<file path="src/rtl/irq_msg_pkg.sv">
package irq_msg_pkg;

    localparam int unsigned WORD_W = 32;

    // byte addresses of the two queue registers
    localparam logic [11:0] HDR_ADDR = 12'h158;
    localparam logic [11:0] PAY_ADDR = 12'h15C;

    // header register flag positions
    localparam int unsigned VALID_POS = 31;
    localparam int unsigned OVF_POS   = 30;
    localparam int unsigned KIND_POS  = 29;

    typedef enum logic {
        KIND_MSI  = 1'b0,
        KIND_INTX = 1'b1
    } msg_kind_e;

endpackage

</file>
<file path="src/rtl/irq_msg_fifo.sv">
module irq_msg_fifo #(
    parameter int unsigned DEPTH = 16,
    parameter int unsigned ENT_W = 41
) (
    input  logic             clk,
    input  logic             rst_n,
    input  logic             push,
    input  logic [ENT_W-1:0] push_ent,
    input  logic             pop,
    output logic [ENT_W-1:0] head_ent,
    output logic             empty,
    output logic             ovf
);
    localparam int unsigned PW = (DEPTH > 1) ? $clog2(DEPTH) : 1;
    localparam int unsigned CW = $clog2(DEPTH + 1);
    localparam logic [PW-1:0] LAST = PW'(DEPTH - 1);
    localparam logic [CW-1:0] FULL_CNT = CW'(DEPTH);

    typedef struct packed {
        logic [PW-1:0] rd;
        logic [PW-1:0] wr;
        logic [CW-1:0] cnt;
        logic          ovf;
    } fifo_state_t;

    fifo_state_t s_d, s_q;
    logic [ENT_W-1:0] mem_q [DEPTH];
    logic do_push, do_pop, full;

    function automatic logic [PW-1:0] step(input logic [PW-1:0] p);
        return (p == LAST) ? '0 : p + 1'b1;
    endfunction

    always_comb begin
        s_d     = s_q;
        full    = (s_q.cnt == FULL_CNT);
        do_pop  = pop && (s_q.cnt != '0);
        do_push = push && (!full || do_pop);
        if (do_push) s_d.wr = step(s_q.wr);
        if (do_pop)  s_d.rd = step(s_q.rd);
        unique case ({do_push, do_pop})
            2'b10:   s_d.cnt = s_q.cnt + 1'b1;
            2'b01:   s_d.cnt = s_q.cnt - 1'b1;
            default: s_d.cnt = s_q.cnt;
        endcase
        if (push && !do_push) s_d.ovf = 1'b1;
    end

    always_ff @(posedge clk) begin
        if (!rst_n) s_q <= '0;
        else        s_q <= s_d;
    end

    always_ff @(posedge clk) begin
        if (do_push) mem_q[s_q.wr] <= push_ent;
    end

    assign head_ent = mem_q[s_q.rd];
    assign empty    = (s_q.cnt == '0);
    assign ovf      = s_q.ovf;

    // occupancy never exceeds the queue depth
    assert_no_overflow_R8: assert property (@(posedge clk) disable iff (!rst_n)
        s_q.cnt <= FULL_CNT);

    // a push into a full queue without a pop sets the sticky flag
    assert_full_drop_R8: assert property (@(posedge clk) disable iff (!rst_n)
        (push && full && !pop) |=> (s_q.ovf && $stable(s_q.cnt)));

    // a pop request on an empty queue leaves the read side alone
    assert_empty_pop_R9: assert property (@(posedge clk) disable iff (!rst_n)
        (pop && empty && !push) |=> ($stable(s_q.rd) && empty));

    // concurrent push and pop on a non-empty queue keep the count
    assert_push_pop_R10: assert property (@(posedge clk) disable iff (!rst_n)
        (push && pop && !empty) |=> $stable(s_q.cnt));

endmodule

</file>
<file path="src/rtl/irq_msg_regs.sv">
module irq_msg_regs
    import irq_msg_pkg::*;
#(
    parameter int unsigned ADDR_W  = 12,
    parameter int unsigned HDR_W   = 24,
    parameter int unsigned DATA_W  = 16,
    parameter bit          IS_ROOT = 1'b1
) (
    input  logic              clk,
    input  logic              rst_n,
    input  logic              req_valid,
    input  logic              req_write,
    input  logic [ADDR_W-1:0] req_addr,
    input  logic [WORD_W-1:0] req_wdata,
    input  logic              head_kind,
    input  logic [HDR_W-1:0]  head_hdr,
    input  logic [DATA_W-1:0] head_data,
    input  logic              empty,
    input  logic              ovf,
    output logic              pop,
    output logic              rsp_valid,
    output logic [WORD_W-1:0] rsp_rdata
);
    localparam logic [ADDR_W-1:0] A_HDR = ADDR_W'(HDR_ADDR);
    localparam logic [ADDR_W-1:0] A_PAY = ADDR_W'(PAY_ADDR);

    typedef struct packed {
        logic              vld;
        logic [WORD_W-1:0] data;
    } rsp_state_t;

    rsp_state_t r_d, r_q;
    logic hit_hdr, hit_pay, rd_req;
    logic [WORD_W-1:0] hdr_word, pay_word, sel_word, out_word;

    always_comb begin
        hit_hdr  = (req_addr == A_HDR);
        hit_pay  = (req_addr == A_PAY);
        rd_req   = req_valid && !req_write;
        hdr_word = '0;
        pay_word = '0;
        if (!empty) begin
            hdr_word[VALID_POS]   = 1'b1;
            hdr_word[OVF_POS]     = ovf;
            hdr_word[KIND_POS]    = head_kind;
            hdr_word[HDR_W-1:0]   = head_hdr;
            if (head_kind == KIND_MSI) pay_word[DATA_W-1:0] = head_data;
        end
        sel_word = hit_hdr ? hdr_word : (hit_pay ? pay_word : '0);
    end

    generate
        if (IS_ROOT) begin : g_root
            assign out_word = sel_word;
        end else begin : g_endpoint
            assign out_word = '0;
            // a core that is not a root port never returns queue data
            assert_nonroot_zero_R6: assert property (@(posedge clk) disable iff (!rst_n)
                rsp_valid |-> (rsp_rdata == '0));
        end
    endgenerate

    always_comb begin
        r_d      = '0;
        r_d.vld  = rd_req;
        if (rd_req) r_d.data = out_word;
        pop      = req_valid && req_write && (hit_hdr || hit_pay);
    end

    always_ff @(posedge clk) begin
        if (!rst_n) r_q <= '0;
        else        r_q <= r_d;
    end

    assign rsp_valid = r_q.vld;
    assign rsp_rdata = r_q.data;

    // every read is answered after one edge, writes are not
    assert_read_rsp_R11: assert property (@(posedge clk) disable iff (!rst_n)
        rd_req |=> rsp_valid);
    assert_write_silent_R11: assert property (@(posedge clk) disable iff (!rst_n)
        (req_valid && req_write) |=> !rsp_valid);

    // INTx heads never expose payload bits
    assert_intx_zero_R5: assert property (@(posedge clk) disable iff (!rst_n)
        (rd_req && hit_pay && head_kind == KIND_INTX) |=> (rsp_rdata == '0));

    // upper half of the payload word is always clear
    assert_pay_upper_R1: assert property (@(posedge clk) disable iff (!rst_n)
        (rd_req && hit_pay) |=> (rsp_rdata[WORD_W-1:DATA_W] == '0));

    // write data must be driven even though no field keeps it
    assert_wdata_known_R4: assert property (@(posedge clk) disable iff (!rst_n)
        (req_valid && req_write) |-> !$isunknown(req_wdata));

endmodule

</file>
<file path="src/rtl/irq_msg_window.sv">
module irq_msg_window
    import irq_msg_pkg::*;
#(
    parameter int unsigned DEPTH   = 16,
    parameter int unsigned HDR_W   = 24,
    parameter int unsigned DATA_W  = 16,
    parameter int unsigned ADDR_W  = 12,
    parameter bit          IS_ROOT = 1'b1
) (
    input  logic              clk,
    input  logic              rst_n,
    input  logic              msg_valid,
    input  logic              msg_kind,
    input  logic [HDR_W-1:0]  msg_hdr,
    input  logic [DATA_W-1:0] msg_data,
    input  logic              req_valid,
    output logic              req_ready,
    input  logic              req_write,
    input  logic [ADDR_W-1:0] req_addr,
    input  logic [31:0]       req_wdata,
    output logic              rsp_valid,
    output logic [31:0]       rsp_rdata
);
    localparam int unsigned ENT_W = 1 + HDR_W + DATA_W;

    logic [ENT_W-1:0] head_ent;
    logic             empty, ovf, pop;
    logic             head_kind;
    logic [HDR_W-1:0] head_hdr;
    logic [DATA_W-1:0] head_data;

    assign req_ready = 1'b1;
    assign {head_kind, head_hdr, head_data} = head_ent;

    irq_msg_fifo #(
        .DEPTH (DEPTH),
        .ENT_W (ENT_W)
    ) u_fifo (
        .clk      (clk),
        .rst_n    (rst_n),
        .push     (msg_valid),
        .push_ent ({msg_kind, msg_hdr, msg_data}),
        .pop      (pop),
        .head_ent (head_ent),
        .empty    (empty),
        .ovf      (ovf)
    );

    irq_msg_regs #(
        .ADDR_W  (ADDR_W),
        .HDR_W   (HDR_W),
        .DATA_W  (DATA_W),
        .IS_ROOT (IS_ROOT)
    ) u_regs (
        .clk       (clk),
        .rst_n     (rst_n),
        .req_valid (req_valid),
        .req_write (req_write),
        .req_addr  (req_addr),
        .req_wdata (req_wdata),
        .head_kind (head_kind),
        .head_hdr  (head_hdr),
        .head_data (head_data),
        .empty     (empty),
        .ovf       (ovf),
        .pop       (pop),
        .rsp_valid (rsp_valid),
        .rsp_rdata (rsp_rdata)
    );

    // a read without a concurrent push leaves the head and fill state
    assert_read_keeps_R3: assert property (@(posedge clk) disable iff (!rst_n)
        (req_valid && !req_write && !msg_valid) |=> ($stable(head_ent) && $stable(empty)));

    // a removing write on a lone-entry queue empties it
    assert_pop_takes_R4: assert property (@(posedge clk) disable iff (!rst_n)
        (pop && !msg_valid && !empty && u_fifo.s_q.cnt == 1) |=> empty);

endmodule

</file>
<file path="config.mk">
export PLATFORM = sky130hd
export DESIGN_NAME = irq_msg_window
export DESIGN_NICKNAME = d
export VERILOG_FILES = /design/src/rtl/irq_msg_pkg.sv /design/src/rtl/irq_msg_fifo.sv /design/src/rtl/irq_msg_regs.sv /design/src/rtl/irq_msg_window.sv
export SDC_FILE = /design/constraint.sdc
export NUM_CORES = 1
export LEC_CHECK = 0
export BUFFER_PORTS_ARGS = -buffer_cell sky130_fd_sc_hd__clkbuf_2
export CORE_ASPECT_RATIO = 0.9
export CORE_MARGIN = 2
export CORE_UTILIZATION = 28
export CTS_CLUSTER_SIZE = 24
export DETAILED_ROUTE_END_ITERATION = 10
export HOLD_SLACK_MARGIN = 0.12
export MAX_ROUTING_LAYER = met4
export PLACE_DENSITY = 0.5
export SLEW_MARGIN = 5
export SYNTH_ARGS = -nofsm -noshare
export SYNTH_HDL_FRONTEND = slang
export SYNTH_SLANG_ARGS = --single-unit
</file>
<file path="constraint.sdc">
create_clock -name clk -period 14.4 [get_ports clk]
set_input_delay 2.88 -clock clk [delete_from_list [all_inputs] [get_ports clk]]
set_output_delay 2.88 -clock clk [all_outputs]
set_load 0.02 [all_outputs]
</file>
==> impl_metrics.py, run 1 <==
metrics = {
    "run_status": {
        "outcome": "finished, final reports clean",
    },
    "layout": {
        "final_common_cell": "edfxtp_1",
        "final_util": 0.329,
        "area_growth_pct": 16.7,
        "layout.nets": 1414,
        "layout-drive-gt1-share": 0.318,
        "final_cell_mix": "edfxtp_1, mux4_2, clkbuf_2",
    },
    "worst_setup_path": {
        "crit_required_ns": 14.63,
        "crit_path_max_fanout": 32,
        "end_kind": "flip-flop",
        "rrSetupSlack_ns": 10.99,
        "critPathKind": "input port to flip-flop",
        "critPathArrivalTime_ns": 5.77,
        "startpoint_type": "input port",
    },
    "synth": {
        "ys_seq_elements": 702,
        "seq_area_frac_synth": 0.774,
        "async_flop_share": 0,
        "synthTopCellsByArea": "edfxtp_1, mux4_2, dfxtp_1",
        "yosys.cell_types.count": 46,
        "yosys.area.top_type_share": 0.740,
        "synthFlopType": "edfxtp_1",
        "syn_inst": 1184,
        "synth_edf_count": 656,
        "yosys_warnings": 0,
        "post_synth_instance_area_um2": 26600,
        "syn_avg_cell_area_um2": 22.5,
        "synth_top_cell_by_area": "edfxtp_1",
    },
    "detailed_routing": {
        "first_pass_iters": 5,
        "drcViolationCount": 0,
        "drt-total-wl_mm": 61.7,
        "routedWlPerCell_um": 23.4,
        "final_antenna_net_count": 0,
        "viasPerCell": 4.65,
        "vias": 12200,
        "drtIter0Drc": 893,
    },
    "clock_network": {
        "hold_buffers": 0,
        "cts_tree": "done",
        "cts_setup_buffers": 0,
        "cts-root-buf": "clkbuf_16",
        "clock-sinks": 702,
        "cts_buffers": 77,
        "cts_resized": 0,
        "htree_levels": 3,
        "clkTransAtPathRegs_ns": 0.06,
        "cts_buffer_depth": 3,
        "insertion_delay_ns": 0.61,
    },
    "sta": {
        "drv_slew": 0,
        "setup_viol": 0,
        "tightest_slew_ns": 1.12,
        "fin_crit_ns": 5.54,
        "rsz0062_at_grt": "false",
        "holdWs_ns": 0.481,
        "fmax_mhz": 181,
        "hold_viol": 0,
        "fin_worst_skew_ns": 0.0237,
        "period_share": 0.384,
        "tns_ns": 0,
        "maxSlewHeadroom": 0.253,
    },
    "global_route": {
        "grt_use_total": 0.132,
        "antenna_found_initial": 7,
        "grt_max_degree": 85,
        "grt_pass1_wl_mm": 90.2,
        "overflow": 0,
        "grt_pass1_vias": 13200,
    },
    "power_and_ir_drop": {
        "p_leak_nw": 9.50,
        "pwr-share-clk": 0.444,
        "p_seq_frac": 0.534,
        "internal_power_w": 0.00339,
        "ir_drop_mv": 0.0826,
        "power_switching_w": 0.000843,
        "comb_power_share": 0.022,
        "powerDensity_nw_per_um2": 136,
        "power.share.switching": 0.199,
    },
    "place": {
        "gp_congestion": 0.704,
        "place_hpwl_mm": 31.6,
        "io_buffers": 85,
    },
    "job": {
        "max_cap_viol_count": 0,
    },
    "worst_hold_path": {
        "hp-class": "flip-flop to flip-flop",
    },
    "floorplanning": {
        "dieWidth_um": 329,
        "core_area_um2": 94500,
        "io_pins": 124,
        "die_h_um": 297,
        "dieArea_um2": 97600,
        "rows": 107,
        "start_util": 0.282,
    },
}
[metrics by stage]
step                      setup WS, ns  cell area, µm²  power [W]  std cells
after floorplan                   6.75           26600    0.00234       1188
after global placement            8.18           28600    0.00239       2489
after detailed placement          8.12           28600    0.00239       2489
after CTS                         8.79           31100    0.00428       2628
after global routing              8.68           31100    0.00437       2632
final                             8.86           31100    0.00423       2632
[worst paths after layout]
| check | from | end | cells past startpoint |
|---|---|---|---|
| min reg2reg | u_fifo.ovf$_SDFFE_PN0P_ | u_regs.rsp_rdata[30]$_SDFF_PP0_ | 1 |
| max reg2reg | flip-flop | u_regs.rsp_rdata[13]$_SDFF_PN0_ | 6 |
| max | req_addr[1] | u_fifo.mem_q[12][9]$_DFFE_PP_ | 7 |
| min | u_fifo.ovf$_SDFFE_PN0P_ | u_regs.rsp_rdata[30]$_SDFF_PP0_ | 1 |
[final cells by class]
type	count	area, µm²
inverter	7	26.3
timing repair buffer	114	656
multi-input combinational	413	5760
tap	1253	1570
sequential	702	20600
clock inverter	41	340
antenna	4	10.0
clock buffer	98	2070
fill	8988	63500
[critical path, cell delays in order]
cell	delay (ns)
clkbuf_2	0.08
or3b_2	0.50
nor4_4	0.48
o21a_1	0.39
nand2_1	0.29
nor2_4	0.45
buf_4	0.66
[synth_stat cells (all sizes together), types with 2 or more instances]
cell type,number
mux2,2
nand3,19
nand2b,21
ha,8
mux2i,4
a22oi,34
nor2b,3
clkbuf,30
a41oi,2
nor2,18
conb,2
nor3b,3
and2,12
nor4,2
o22ai,2
a21oi,21
o32ai,4
nand2,39
buf,36
a31oi,2
edfxtp,656
mux4,188
inv,7
dfxtp,46
nor3,6
xor2,4
[metal layers]
metal  global-route usage  vias up  part of all wire  routed length, µm
met5                    -        -                 0                  0
met4               0.0395        0             0.020               1210
met3               0.0230       76             0.045               2800
met2                0.214      293              0.49              30500
met1                0.169     6629              0.44              27200
li1                     -     5236                 -                  -
[cell families after synthesis]
logic type | count (synthesis) | share of synthesized area
flip-flops | 702 | 0.774
multiplexers | 194 | 0.161
AND/OR/NAND/NOR | 129 | 0.0262
buffers and inverters | 73 | 0.0138
AO/OA/AOI/OAI | 70 | 0.0178
adder cells (fa/ha/maj) | 9 | 0.00451
XOR/XNOR | 5 | 0.00164
other | 2 | 0.000282
[state kept, by name (all words and copies together) (netlist names), named ones only]
| register | count |
|---|---|
| u_fifo.mem_q | 656 |
| u_fifo.ovf | 1 |
| u_fifo.s_q | 13 |
| u_regs.rsp_rdata | 27 |
| u_regs.rsp_valid | 1 |
[power by group through the flow]
stage          Combinational, W  Sequential [W]  Clock, W
6_report              0.0000932         0.00226   0.00188
5_1_grt                0.000103         0.00226   0.00201
4_1_cts               0.0000953         0.00226   0.00193
3_5_place_dp          0.0000950         0.00230         0
3_3_place_gp          0.0000912         0.00230         0
2_1_floorplan         0.0000429         0.00230         0
No activity file was read; power rests on OpenSTA's default activity.
==> inputs of run 2 (changes only) <==
- PLACE_DENSITY: 0.5 -> 0.51
- clock period: 14.4 -> 4.6 ns (I/O delays scaled with it)
==> impl_metrics.py, run 2 (synthesis results as in run 1) <==
metrics = {
    "place": {
        "dp_cells": 2506,
        "gp_congestion": 0.745,
        "io_buffers": 85,
        "place_hpwl_mm": 34.4,
    },
    "sta": {
        "fin_worst_skew_ns": 0.0275,
        "hold_viol": 0,
        "drv_slew": 0,
        "setup_viol": 0,
        "tightest_slew_ns": 1.00,
        "tns_ns": 0,
        "fin_crit_ns": 3.50,
        "maxSlewHeadroom": 0.333,
        "period_share": 0.762,
        "rsz0062_at_grt": "false",
        "fmax_mhz": 285,
    },
    "global_route": {
        "grt_use_total": 0.130,
        "grt_max_degree": 61,
        "grt_pass1_wl_mm": 89.1,
        "grt_pass1_vias": 13000,
        "overflow": 0,
        "antenna_found_initial": 5,
    },
    "layout": {
        "multi_input_area_um2": 5790,
        "final_common_cell": "edfxtp_1",
        "top_register": "u_fifo.mem_q",
        "final_util": 0.332,
        "final_cell_mix": "edfxtp_1, mux4_2, clkbuf_2",
        "layout-drive-gt1-share": 0.325,
        "layout.nets": 1427,
        "largest_register_ff_count": 656,
        "area_growth_pct": 17.8,
        "ff_latch_area_um2": 20600,
        "fillerInstances": 8943,
        "fin_cells": 2641,
    },
    "clock_network": {
        "cts-root-buf": "clkbuf_16",
        "htree_levels": 3,
        "cts_buffers": 73,
        "clock-sinks": 702,
        "clkTransAtPathRegs_ns": 0.06,
        "cts_buffer_depth": 3,
        "cts_setup_buffers": 0,
        "hold_buffers": 0,
        "insertion_delay_ns": 0.62,
        "cts_resized": 0,
        "cts_tree": "done",
    },
    "worst_setup_path": {
        "startpoint_type": "input port",
        "critPathKind": "input port to flip-flop",
        "crit_required_ns": 5.10,
        "crit_path_max_fanout": 6,
        "critPathArrivalTime_ns": 4.00,
        "end_kind": "flip-flop",
    },
    "floorplanning": {
        "die_h_um": 297,
        "io_pins": 124,
        "core_area_um2": 94500,
        "dieArea_um2": 97600,
        "rows": 107,
        "dieWidth_um": 329,
        "start_util": 0.282,
    },
    "detailed_routing": {
        "viasPerCell": 4.61,
        "final_antenna_net_count": 0,
        "first_pass_iters": 5,
        "vias": 12200,
        "drcViolationCount": 0,
        "drtIter0Drc": 974,
        "routedWlPerCell_um": 23.0,
        "drt-total-wl_mm": 60.8,
    },
    "run_status": {
        "outcome": "finished, final reports clean",
    },
    "power_and_ir_drop": {
        "p_leak_nw": 9.61,
        "ir_drop_mv": 0.249,
        "powerDensity_nw_per_um2": 422,
    },
    "worst_hold_path": {
        "hp-class": "flip-flop to flip-flop",
    },
    "job": {
        "max_cap_viol_count": 0,
    },
}
## run 2: cell types whose count changed in the layout (fill, tap and decap cells not counted), sizes merged
cell / previous run / this run
buf: 29 / 46
bufinv: 5 / 7
clkbuf: 183 / 177
clkinv: 30 / 32
clkinvlp: 3 / 1
diode: 4 / 2
inv: 10 / 8
## run 2: metal layers
layer  wire (µm)  GRT usage  part of all wire
met1       27800      0.174              0.46
met2       29700      0.206              0.49
met3        2330     0.0215             0.038
met4         913     0.0318             0.015
met5           0          -                 0
## run 2: cell type report
class	count	share of cell area
well taps	1253	0.0500
inverters	7	0.000838
clock buffers	92	0.0632
clock inverters	41	0.0132
repair buffers	131	0.0302
multi-input cells	413	0.185
diodes	2	0.000160
flip-flops and latches	702	0.658
## run 2: where the power goes
part	internal (W)	switching (W)
clock	0.00346	0.00240
combinational	0.0000995	0.000205
sequential	0.00705	0.0000170
total	0.0106	0.00262
## run 2: per-stage QoR
step                total power, W  hold WS, ns  setup slack, ns  area (µm²)
floorplan                  0.00733        0.431            0.146       26700
global placement           0.00749        0.479            0.549       29000
detailed placement         0.00751        0.480            0.490       29000
CTS                         0.0134        0.483             1.13       31400
global route                0.0137        0.510            0.841       31400
finish                      0.0132        0.497             1.10       31400
## run 2: worst max-delay path, cell delays in order
cell      delay, ns
clkbuf_2       0.08
or4b_4         0.55
nor4_4         0.48
and2_0         0.38
nand2b_1       0.14
inv_1          0.14
ha_1           0.28
nor2b_1        0.14
o21ai_0        0.29
a21oi_1        0.12
and3_2         0.24
o32ai_1        0.24
## run 2: final timing paths
path	cells after the start	slack, ns	from	endpoint
setup reg to reg	11	1.25	u_fifo.s_q[2]$_SDFFE_PN0P_	u_fifo.s_q[5]$_SDFFE_PN0P_
hold reg to reg	1	0.50	u_fifo.ovf$_SDFFE_PN0P_	u_regs.rsp_rdata[30]$_SDFF_PP0_
setup / recovery	12	1.10	req_addr[9]	u_fifo.s_q[5]$_SDFFE_PN0P_
hold / removal	1	0.50	u_fifo.ovf$_SDFFE_PN0P_	u_regs.rsp_rdata[30]$_SDFF_PP0_
==> inputs of run 3 (changes only) <==
- clock period: 4.6 -> 2.8 ns (I/O delays scaled with it)
==> impl_metrics.py, run 3 (synthesis results as in run 1) <==
metrics = {
    "power_and_ir_drop": {
        "p_seq_frac": 0.537,
        "p_leak_nw": 9.88,
        "powerDensity_nw_per_um2": 675,
        "pwr-share-clk": 0.438,
        "ir_drop_mv": 0.398,
        "internal_power_w": 0.0173,
        "power_w": 0.0216,
        "power.share.switching": 0.201,
        "power_switching_w": 0.00435,
        "comb_power_share": 0.025,
    },
    "clock_network": {
        "cts_buffer_depth": 3,
        "cts_tree": "done",
        "cts-root-buf": "clkbuf_16",
        "htree_levels": 3,
        "insertion_delay_ns": 0.62,
        "clkTransAtPathRegs_ns": 0.06,
        "cts_buffers": 74,
        "clock-sinks": 702,
    },
    "detailed_routing": {
        "vias": 12500,
        "routedWlPerCell_um": 23.7,
        "final_antenna_net_count": 0,
        "viasPerCell": 4.67,
        "drt-total-wl_mm": 63.4,
        "drcViolationCount": 0,
        "drtIter0Drc": 1133,
        "first_pass_iters": 6,
    },
    "sta": {
        "setup_viol": 0,
        "hold_viol": 0,
        "fin_worst_skew_ns": 0.0294,
        "tns_ns": 0,
        "rsz0062_at_grt": "false",
        "fin_ws_ns": 0.238,
        "drv_slew": 0,
        "fin_crit_ns": 2.56,
        "fmax_mhz": 390,
        "period_share": 0.915,
        "maxSlewHeadroom": 0.508,
        "tightest_slew_ns": 0.736,
    },
    "place": {
        "io_buffers": 85,
        "dp_slack_ns": -0.342,
        "place_hpwl_mm": 37.2,
        "gp_congestion": 0.743,
    },
    "floorplanning": {
        "dieArea_um2": 97600,
        "start_util": 0.282,
        "die_h_um": 297,
        "core_area_um2": 94500,
        "dieWidth_um": 329,
        "io_pins": 124,
        "rows": 107,
    },
    "layout": {
        "largest_register_ff_count": 656,
        "ff_latch_area_um2": 20600,
        "layout-drive-gt1-share": 0.348,
        "top_register": "u_fifo.mem_q",
        "fillerInstances": 8877,
        "final_common_cell": "edfxtp_1",
        "area_growth_pct": 20.2,
        "layout.nets": 1471,
        "final_cell_mix": "edfxtp_1, mux4_2, clkbuf_2",
        "multi_input_area_um2": 5820,
    },
    "worst_setup_path": {
        "rrSetupSlack_ns": 0.24,
        "r2r_cells": 5,
        "end_kind": "flip-flop",
        "startpoint_type": "flip-flop",
        "crit_required_ns": 3.23,
        "critPathKind": "flip-flop to flip-flop",
        "critPathArrivalTime_ns": 2.99,
        "rr_endpoint": "u_regs.rsp_rdata[1]$_SDFF_PN0_",
        "crit_path_max_fanout": 15,
        "crit_path_end": "u_regs.rsp_rdata[1]$_SDFF_PN0_",
    },
    "global_route": {
        "grt_pass1_wl_mm": 92.2,
        "grt_max_degree": 44,
        "grt_use_total": 0.136,
        "antenna_found_initial": 4,
        "overflow": 0,
        "grt_pass1_vias": 13300,
    },
    "run_status": {
        "outcome": "finished, final reports clean",
    },
    "job": {
        "max_cap_viol_count": 0,
    },
    "worst_hold_path": {
        "hp-class": "input port to flip-flop",
    },
}
==> run 3: how the worst min path moves through the flow <==
stage | start | end | slack (ns) | cells past startpoint
floorplan | u_fifo.ovf$_SDFFE_PN0P_ | u_regs.rsp_rdata[30]$_SDFF_PP0_ | 0.43 | 1
global placement | u_fifo.s_q[3]$_SDFFE_PN0P_ | u_fifo.s_q[3]$_SDFFE_PN0P_ | 0.48 | 2
detailed placement | u_fifo.ovf$_SDFFE_PN0P_ | u_regs.rsp_rdata[30]$_SDFF_PP0_ | 0.49 | 1
CTS | req_valid | u_regs.rsp_valid$_SDFF_PN0_ | 0.14 | 3
global route | req_valid | u_regs.rsp_valid$_SDFF_PN0_ | 0.18 | 3
finish | req_valid | u_regs.rsp_valid$_SDFF_PN0_ | 0.19 | 3
==> run 3: final cells by class <==
class	instances	share of cell area
Multi-Input combinational cell	413	0.182
Clock buffer	89	0.0629
Timing Repair Buffer	174	0.0507
Antenna cell	4	0.000313
Clock inverter	39	0.00993
Sequential cell	702	0.645
Inverter	7	0.000821
Tap cell	1253	0.0490
==> run 3: metrics by stage <==
step / utilization / cells / hold slack [ns] / area [µm²]
2_1_floorplan: - / 1188 / 0.431 / 26800
3_3_place_gp: 0.314 / 2548 / 0.485 / 29700
3_5_place_dp: 0.314 / 2548 / 0.490 / 29700
4_1_cts: 0.338 / 2677 / 0.141 / 32000
5_1_grt: 0.339 / 2681 / 0.181 / 32000
6_report: 0.339 / 2681 / 0.186 / 32000
==> run 3: repair_timing <==
item | in CTS | in global routing
endpoints found under the hold margin | 1 | 0
gates resized for setup | 0 | 1
endpoints found under the setup margin | 0 | 1
hold buffers | 1 | 0
buffers inserted | 0 | 0
==> run 3: power groups by stage <==
stage          Combinational [W]  Clock, W  Sequential, W
2_1_floorplan           0.000239         0         0.0118
3_3_place_gp            0.000534         0         0.0118
3_5_place_dp            0.000553         0         0.0118
4_1_cts                 0.000556   0.00976         0.0116
5_1_grt                 0.000602    0.0101         0.0116
6_report                0.000549   0.00946         0.0116
==> run 3: worst max-delay path, cell delays in order (launching register included) <==
cell and delay [ns]:
dfxtp_4 0.51, mux4_2 0.55, mux2i_1 0.15, mux2_2 0.45, nand3_1 0.12, a21oi_1 0.60
==> run 3: per-layer routing <==
| layer | part of all wire | GRT usage | up-vias | wire length, µm |
|---|---|---|---|---|
| met5 | 0 | - | - | 0 |
| met4 | 0.017 | 0.0310 | 0 | 1100 |
| met3 | 0.055 | 0.0297 | 83 | 3470 |
| met2 | 0.47 | 0.208 | 308 | 29800 |
| met1 | 0.46 | 0.185 | 6786 | 29100 |
| li1 | - | - | 5342 | - |
